## config.mk

```make
export PLATFORM = sky130hd
export DESIGN_NAME = alarm_countdown_top
export DESIGN_NICKNAME = d
export VERILOG_FILES = /design/src/rtl/alarm_pkg.sv /design/src/rtl/alarm_counter.sv /design/src/rtl/alarm_regs.sv /design/src/rtl/alarm_countdown_top.sv
export SDC_FILE = /design/constraint.sdc
export NUM_CORES = 1
export LEC_CHECK = 0
export ABC_AREA = 1
export CAP_MARGIN = 20
export CORE_ASPECT_RATIO = 0.8
export CORE_MARGIN = 3
export CORE_UTILIZATION = 50
export CTS_BUF_LIST = sky130_fd_sc_hd__clkbuf_8
export CTS_CLUSTER_SIZE = 20
export DETAILED_ROUTE_END_ITERATION = 6
export PLACE_DENSITY = 0.85
export SLEW_MARGIN = 20
export SYNTH_ARGS = -nofsm -noshare
export SYNTH_HDL_FRONTEND = slang
export SYNTH_SLANG_ARGS = --single-unit
```

## constraint.sdc

```tcl
create_clock -name clk_i -period 3.8 [get_ports clk_i]
set_input_delay 0.95 -clock clk_i [delete_from_list [all_inputs] [get_ports clk_i]]
set_output_delay 0.95 -clock clk_i [all_outputs]
set_load 0.1 [all_outputs]
```

## src/rtl/alarm_pkg.sv

```systemverilog
package alarm_pkg;
  typedef logic [7:0] reg_addr_t;

  localparam reg_addr_t OFS_LOAD    = 8'h20;
  localparam reg_addr_t OFS_CUR     = 8'h24;
  localparam reg_addr_t OFS_EN      = 8'h28;
  localparam reg_addr_t OFS_IE      = 8'h2C;
  localparam reg_addr_t OFS_PEND    = 8'h30;
  localparam reg_addr_t OFS_WK_EN   = 8'h44;
  localparam reg_addr_t OFS_WK_IE   = 8'h48;
  localparam reg_addr_t OFS_WK_PEND = 8'h4C;
  localparam reg_addr_t OFS_WAKE    = 8'h50;

  localparam int unsigned NUM_SRC = 2;
  localparam int unsigned SRC_CNT = 0;
  localparam int unsigned SRC_WK  = 1;
endpackage

```

## src/rtl/alarm_counter.sv

```systemverilog
module alarm_counter #(
  parameter int unsigned CNT_W = 32
) (
  input  logic             clk_i,
  input  logic             rst_ni,
  input  logic             tick_i,
  input  logic             en_i,
  input  logic             load_we_i,
  input  logic [CNT_W-1:0] load_val_i,
  output logic [CNT_W-1:0] cnt_o,
  output logic             hit_o
);
  localparam logic [CNT_W-1:0] ONE = CNT_W'(1);

  logic [CNT_W-1:0] cnt_q;
  logic             step;

  assign step  = tick_i && en_i && (cnt_q != '0);
  // load wins over a same-cycle tick
  assign hit_o = !load_we_i && step && (cnt_q == ONE);
  assign cnt_o = cnt_q;

  always_ff @(posedge clk_i or negedge rst_ni) begin
    if (!rst_ni)        cnt_q <= '0;
    else if (load_we_i) cnt_q <= load_val_i;
    else if (step)      cnt_q <= cnt_q - ONE;
  end
endmodule

```

## src/rtl/alarm_regs.sv

```systemverilog
module alarm_regs
  import alarm_pkg::*;
#(
  parameter int unsigned DATA_W = 32,
  parameter int unsigned CNT_W  = 32
) (
  input  logic              clk_i,
  input  logic              rst_ni,
  input  logic              wr_en_i,
  input  reg_addr_t         addr_i,
  input  logic [DATA_W-1:0] wdata_i,
  output logic [DATA_W-1:0] rdata_o,
  input  logic [CNT_W-1:0]  cnt_i,
  input  logic              hit_i,
  input  logic              week_match_i,
  output logic              cnt_en_o,
  output logic              load_we_o,
  output logic [CNT_W-1:0]  load_val_o,
  output logic [NUM_SRC-1:0] pend_o,
  output logic [NUM_SRC-1:0] ie_o,
  output logic              wake_cfg_o
);
  logic [CNT_W-1:0]   load_q;
  logic               cnt_en_q, wk_en_q, wake_q;
  logic [NUM_SRC-1:0] ie_q, pend_q, set_vec, clr_vec;

  function automatic logic wr_hit(input reg_addr_t a);
    return wr_en_i && (addr_i == a);
  endfunction

  assign load_we_o  = wr_hit(OFS_LOAD);
  assign load_val_o = wdata_i[CNT_W-1:0];

  always_ff @(posedge clk_i or negedge rst_ni) begin
    if (!rst_ni) begin
      load_q   <= '0;
      cnt_en_q <= 1'b0;
      wk_en_q  <= 1'b0;
      wake_q   <= 1'b0;
      ie_q     <= '0;
    end else begin
      if (wr_hit(OFS_LOAD))  load_q           <= wdata_i[CNT_W-1:0];
      if (wr_hit(OFS_EN))    cnt_en_q         <= wdata_i[0];
      if (wr_hit(OFS_WK_EN)) wk_en_q          <= wdata_i[0];
      if (wr_hit(OFS_WAKE))  wake_q           <= wdata_i[0];
      if (wr_hit(OFS_IE))    ie_q[SRC_CNT]    <= wdata_i[0];
      if (wr_hit(OFS_WK_IE)) ie_q[SRC_WK]     <= wdata_i[0];
    end
  end

  assign set_vec[SRC_CNT] = hit_i;
  assign set_vec[SRC_WK]  = week_match_i && wk_en_q;
  assign clr_vec[SRC_CNT] = wr_hit(OFS_PEND)    && wdata_i[0];
  assign clr_vec[SRC_WK]  = wr_hit(OFS_WK_PEND) && wdata_i[0];

  // sticky W1C flags, set has priority
  for (genvar g = 0; g < NUM_SRC; g++) begin : g_flag
    always_ff @(posedge clk_i or negedge rst_ni) begin
      if (!rst_ni)         pend_q[g] <= 1'b0;
      else if (set_vec[g]) pend_q[g] <= 1'b1;
      else if (clr_vec[g]) pend_q[g] <= 1'b0;
    end
  end

  always_comb begin
    rdata_o = '0;
    unique case (addr_i)
      OFS_LOAD:    rdata_o[CNT_W-1:0] = load_q;
      OFS_CUR:     rdata_o[CNT_W-1:0] = cnt_i;
      OFS_EN:      rdata_o[0] = cnt_en_q;
      OFS_IE:      rdata_o[0] = ie_q[SRC_CNT];
      OFS_PEND:    rdata_o[0] = pend_q[SRC_CNT];
      OFS_WK_EN:   rdata_o[0] = wk_en_q;
      OFS_WK_IE:   rdata_o[0] = ie_q[SRC_WK];
      OFS_WK_PEND: rdata_o[0] = pend_q[SRC_WK];
      OFS_WAKE:    rdata_o[0] = wake_q;
      default:     rdata_o = '0;
    endcase
  end

  assign cnt_en_o   = cnt_en_q;
  assign pend_o     = pend_q;
  assign ie_o       = ie_q;
  assign wake_cfg_o = wake_q;
endmodule

```

## src/rtl/alarm_countdown_top.sv

```systemverilog
module alarm_countdown_top
  import alarm_pkg::*;
#(
  parameter int unsigned DATA_W = 32,
  parameter int unsigned CNT_W  = 32
) (
  input  logic              clk_i,
  input  logic              rst_ni,
  input  logic              tick_i,
  input  logic              week_match_i,
  input  logic              wr_en_i,
  input  logic [7:0]        addr_i,
  input  logic [DATA_W-1:0] wdata_i,
  output logic [DATA_W-1:0] rdata_o,
  output logic              irq_o,
  output logic              wakeup_o
);
  logic [CNT_W-1:0]   cur_cnt, load_val;
  logic               cnt_en, load_we, hit, wake_cfg;
  logic [NUM_SRC-1:0] pend, ie;

  alarm_regs #(.DATA_W(DATA_W), .CNT_W(CNT_W)) u_regs (
    .clk_i        (clk_i),
    .rst_ni       (rst_ni),
    .wr_en_i      (wr_en_i),
    .addr_i       (addr_i),
    .wdata_i      (wdata_i),
    .rdata_o      (rdata_o),
    .cnt_i        (cur_cnt),
    .hit_i        (hit),
    .week_match_i (week_match_i),
    .cnt_en_o     (cnt_en),
    .load_we_o    (load_we),
    .load_val_o   (load_val),
    .pend_o       (pend),
    .ie_o         (ie),
    .wake_cfg_o   (wake_cfg)
  );

  alarm_counter #(.CNT_W(CNT_W)) u_cnt (
    .clk_i      (clk_i),
    .rst_ni     (rst_ni),
    .tick_i     (tick_i),
    .en_i       (cnt_en),
    .load_we_i  (load_we),
    .load_val_i (load_val),
    .cnt_o      (cur_cnt),
    .hit_o      (hit)
  );

  assign irq_o    = |(pend & ie);
  assign wakeup_o = pend[SRC_CNT] & wake_cfg;
endmodule

```

=== After elaboration in Yosys (flattened, before gate mapping) ===
Cells that the tools add are included.

* Flip-flop bits (word level): 71
* Latch bits: 0
* Memory bits (writable): 0
* Bits in read-only memories: 0
* Output and inout bits: 34
* Logic and storage cells: 51
* Memories: 0

* $add $sub $neg: 1
* $mul: 0
* Div/mod/pow operators: 0
* $lt $le $gt $ge: 0
* Equality and inequality tests: 10
* Shifts and indexed selects: 0
* Mux-type cells: 8
* Bitwise operators: 2
* Reductions and logical operators: 21

{| class="wikitable"
|+ Operators with widths
! cell !! count
|-
| 32-bit 2-to-1 mux || 2
|-
| 31-bit one-hot mux with 2 select lines || 1
|-
| 8-bit by 6-bit == test with 1-bit output (second input constant) || 5
|-
| 32-bit by 1-bit == test with 1-bit output (second input constant) || 1
|-
| 8-bit by 7-bit == test with 1-bit output (second input constant) || 4
|-
| 32-bit nonzero test || 1
|-
| 32-bit by 1-bit subtractor with 32-bit output (second input constant) || 1
|-
| 1-bit logical AND || 15
|-
| 1-bit one-hot mux with 9 select lines || 1
|-
| 2-bit nonzero test || 3
|-
| 1-bit 2-to-1 mux || 4
|-
| 2-bit AND || 1
|-
| 2-bit OR reduction || 1
|-
| 1-bit AND || 1
|-
| 1-bit zero test || 1
|}

=== Longest topological paths before layout ===
* Depth in word-level cells: 6
* Depth in mapped cells: 11
* Depth with buffers taken out: 11

=== Hierarchy ===
A second synthesis with hierarchy kept.

* Cells, all modules: 779
* Area, all modules: 5,016.1 sq um

{| class="wikitable"
|+ By module, submodules not included
! module !! instances !! cells an instance !! area an instance (sq um)
|-
| alarm_counter || 1 || 430 || 2,625.0
|-
| alarm_regs || 1 || 344 || 2,372.3
|-
| alarm_countdown_top || 1 || 5 || 18.8
|}

=== Least setup slack after synthesis ===
Ideal clock, no wire load.

* Path kind: in2out
* Start: input addr_i[0]
* End: output rdata_o[21]
* Data arrival time: 3.859 ns
* Required time: 2.850 ns
* Slack: -1.009 ns
* Stages on the path: 6
* Cell sequence: inv_1 > nand2_1 > nor3_1 > nand2_1 > clkbuf_1 > o21ai_0

* Word-level cells in the longest chain between the ends: 2

{| class="wikitable"
|+ RTL lines
! item !! RTL line !! RTL
|-
| from (decl) || alarm_countdown_top.sv:12 || <nowiki>input logic [7:0] addr_i,</nowiki>
|-
| 8-bit by 6-bit == test with 1-bit output || alarm_regs.sv:67 || <nowiki>unique case (addr_i)</nowiki>
|-
| 31-bit one-hot mux with 2 select lines * || alarm_regs.sv:67 ||
|-
| to (decl) || alarm_countdown_top.sv:14 || <nowiki>output logic [DATA_W-1:0] rdata_o,</nowiki>
|}

Every way passes the cells marked *; elsewhere a longest branch is shown, timed or not.

=== Worst setup path after layout ===
* Start: input addr_i[5]
* End: output rdata_o[10]

Same word-level chain as after synthesis.

==> flow_summary.json <==
{
  "cts_htree_levels": 3,
  "grt_pass1_wl_um": 22300,
  "crit_end": "rdata_o[10]",
  "gp_congestion": 0.939,
  "mostFrequentLayoutCells": "201 x nand2_1, 97 x inv_1, 80 x nor2_1",
  "synthFlopType": "dfrtp_1",
  "grt_max_degree": 48,
  "cts_hold_buf": 0,
  "status": "finished, final reports clean",
  "hold_path_class": "reg2reg",
  "num_vias": 4569,
  "insertion_delay_ns": 0.35,
  "r2r_slack_ns": 1.47,
  "max_stage_delay_ns": 0.53,
  "post_synth_and_or_nand_nor_area_fraction_pct": 33.0,
  "route.detailed.drc": 0,
  "synth_area_per_cell_um2": 6.73,
  "finalNetCount": 783,
  "core_um2": 8240,
  "drtAntennaViolNets": 0,
  "muxShareOfSynthArea_pct": 0,
  "syn_to_final_growth_pct": 31.9,
  "path_common_cell": "nand2_1",
  "syn_inst": 654,
  "crit_fanout": 17,
  "dp_hpwl_um": 10100,
  "drv_slew": 0,
  "design_area_um2": 5810,
  "drv_cap": 0,
  "rows": 29,
  "die_x_um": 111,
  "pin_count": 79,
  "wirelength_um": 13400,
  "crit_slowest_cell": "clkdlybuf4s50_1",
  "max-slew-margin-rel_pct": 35.5,
  "synth_area_um2": 4400,
  "synth_edf_count": 0,
  "worstPathRequired_ns": 2.85,
  "async_flop_share_pct": 100,
  "io_buffer_count": 78,
  "arrival_ns": 2.74,
  "cts_resized": 0,
  "worst_pin_slew_ns": 0.965,
  "power_mw": 2.20,
  "diodes": 0,
  "cp_top_family": "buffers and inverters",
  "gr-total-overflow": 0,
  "fin_crit_sh_pct": 97.1,
  "skew_ns": 0.0134,
  "r2r-end": "u_cnt.cnt_o[14]",
  "dr.pass1.iters": 5,
  "drtIter0Drc": 309,
  "post-route-util_pct": 70.5,
  "ys_seq_area_share_pct": 40.3,
  "grt_util_all_layers_pct": 27.4,
  "clock.fmax_mhz": 271,
  "dieArea_um2": 9980,
  "cts.sinks": 71,
  "crit_start": "addr_i[5]",
  "grt_antenna_before_repair": 0,
  "crit_type": "in2out",
  "synth_seq_cells": 71,
  "synth-xor-area-share_pct": 1.59,
  "wl_per_cell_um": 15.8,
  "min_period_ns": 3.69,
  "placed_area_um2": 5600,
  "clock-root-buffer": "clkbuf_8",
  "synthAdderAreaFrac_pct": 0.568,
  "drive_above_1_share_pct": 10.9,
  "hold_slack_ns": 0.491,
  "numCtsBuffers": 9,
  "rsz0062_at_grt": "false",
  "critPathLaunchType": "input port",
  "tritoncts": "yes",
  "clk_path_buf_depth": 2,
  "synth_top_family_by_area": "simple AND/OR/NAND/NOR gates",
  "leakagePower_nw": 2.86,
  "hold_viol": 0,
  "clkTransAtPathRegs_ns": 0.07,
  "via_per_inst": 5.38,
  "setup-violations-final": 0,
  "rr_startpoint": "u_cnt.cnt_o[0]",
  "post-cts-setup-buffer-count": 0,
  "grt_pass1_vias": 4395,
  "ir_worst_vdd_mv": 0.226,
  "endpoint_kind": "output port",
  "worst-path-stages": 7,
  "reg2regPathDepth": 10,
  "fp.dieH_um": 89.9,
  "final_common_cell": "nand2_1",
  "crit_buf_inv": 3,
  "setup_tns_ns": 0,
  "synth.distinct_cells": 28,
  "initial_utilization_pct": 53.5,
  "crit_chain": "clkdlybuf4s50_1 > nand2_1 > nor3_4 > nand2_1 > buf_4 > o22ai_1 > buf_12",
  "synth_warnings": 0,
  "power.density_nw_per_um2": 378,
  "synth_compound_area_share_pct": 12.9,
  "syn-num-nets": 701
}
[report_power, final]
| part | internal [mW] | switching, mW | leakage, nW | total [mW] |
|---|---|---|---|---|
| logic | 0.223 | 0.384 | 1.97 | 0.607 |
| clock network | 0.304 | 0.314 | 0.0956 | 0.618 |
| registers | 0.865 | 0.107 | 0.793 | 0.972 |
[synth_stat cells, drive strengths merged (4+ instances only)]
cell type	count	area, um^2
clkbuf	8	30.0
nor3	11	71.3
nand2	204	773
dfrtp	71	1780
o22ai	29	181
buf	13	109
xor2	8	70.1
a21oi	4	20.0
nand3	41	210
nor2	86	348
nand4	8	50.1
inv	99	372
o21ai	68	352
[area by class of cell]
type,count,area [um^2]
tap,108,135
sequential,71,1780
multi-input combinational,463,2130
fill,690,2430
timing repair buffer,92,1200
clock inverter,7,72.6
clock buffer,9,124
inverter,99,372
[per-layer routing]
layer	GRT usage [%]	routed length [um]
met1	39.3	6300
met2	44.2	6250
met3	4.36	738
met4	5.64	136
met5	0	0
[metrics by stage]
step           std cells  setup WS [ns]
3_5_place_dp         833          0.104
4_1_cts              849         0.0837
3_3_place_gp         833          0.176
6_report             849          0.110
2_1_floorplan        654         -0.345
5_1_grt              849         0.0120
[logic make-up (layout without fill, tap and decap cells)]
| family | count (synthesis) | count (layout) |
|---|---|---|
| simple gates | 350 | 350 |
| compound gates | 103 | 103 |
| fa+ha+maj | 2 | 2 |
| buf+inv | 120 | 207 |
| xor+xnor | 8 | 8 |
| flops | 71 | 71 |
[worst register-to-register path: stages (launching register included)]
cell     delay (ns)
dfrtp_1        0.41
inv_1          0.19
ha_1           0.25
nand2_2        0.13
nor2_4         0.22
nand2_2        0.09
o21ai_4        0.24
nand2_2        0.20
inv_2          0.34
nand2_1        0.12
nand2_1        0.08
[state kept, by name, indices dropped and copies added (netlist names)]
name	count
u_cnt.cnt_o	32
u_regs.load_q	32
u_regs.ie_o	2
u_regs.pend_o	2
u_regs.cnt_en_o	1
u_regs.wake_cfg_o	1
u_regs.wk_en_q	1
[how the worst min path moves through the flow]
stage,startpoint,to,slack [ns],cells after the start
CTS,u_regs.load_q[21],u_regs.load_q[21],0.49,2
finish,u_regs.load_q[21],u_regs.load_q[21],0.49,2
global route,u_regs.load_q[21],u_regs.load_q[21],0.52,2
detailed placement,u_regs.load_q[21],u_regs.load_q[21],0.47,2
floorplan,u_regs.load_q[21],u_regs.load_q[21],0.45,2
global placement,u_regs.load_q[21],u_regs.load_q[21],0.47,2
No activity file was read; power rests on OpenSTA's default activity.
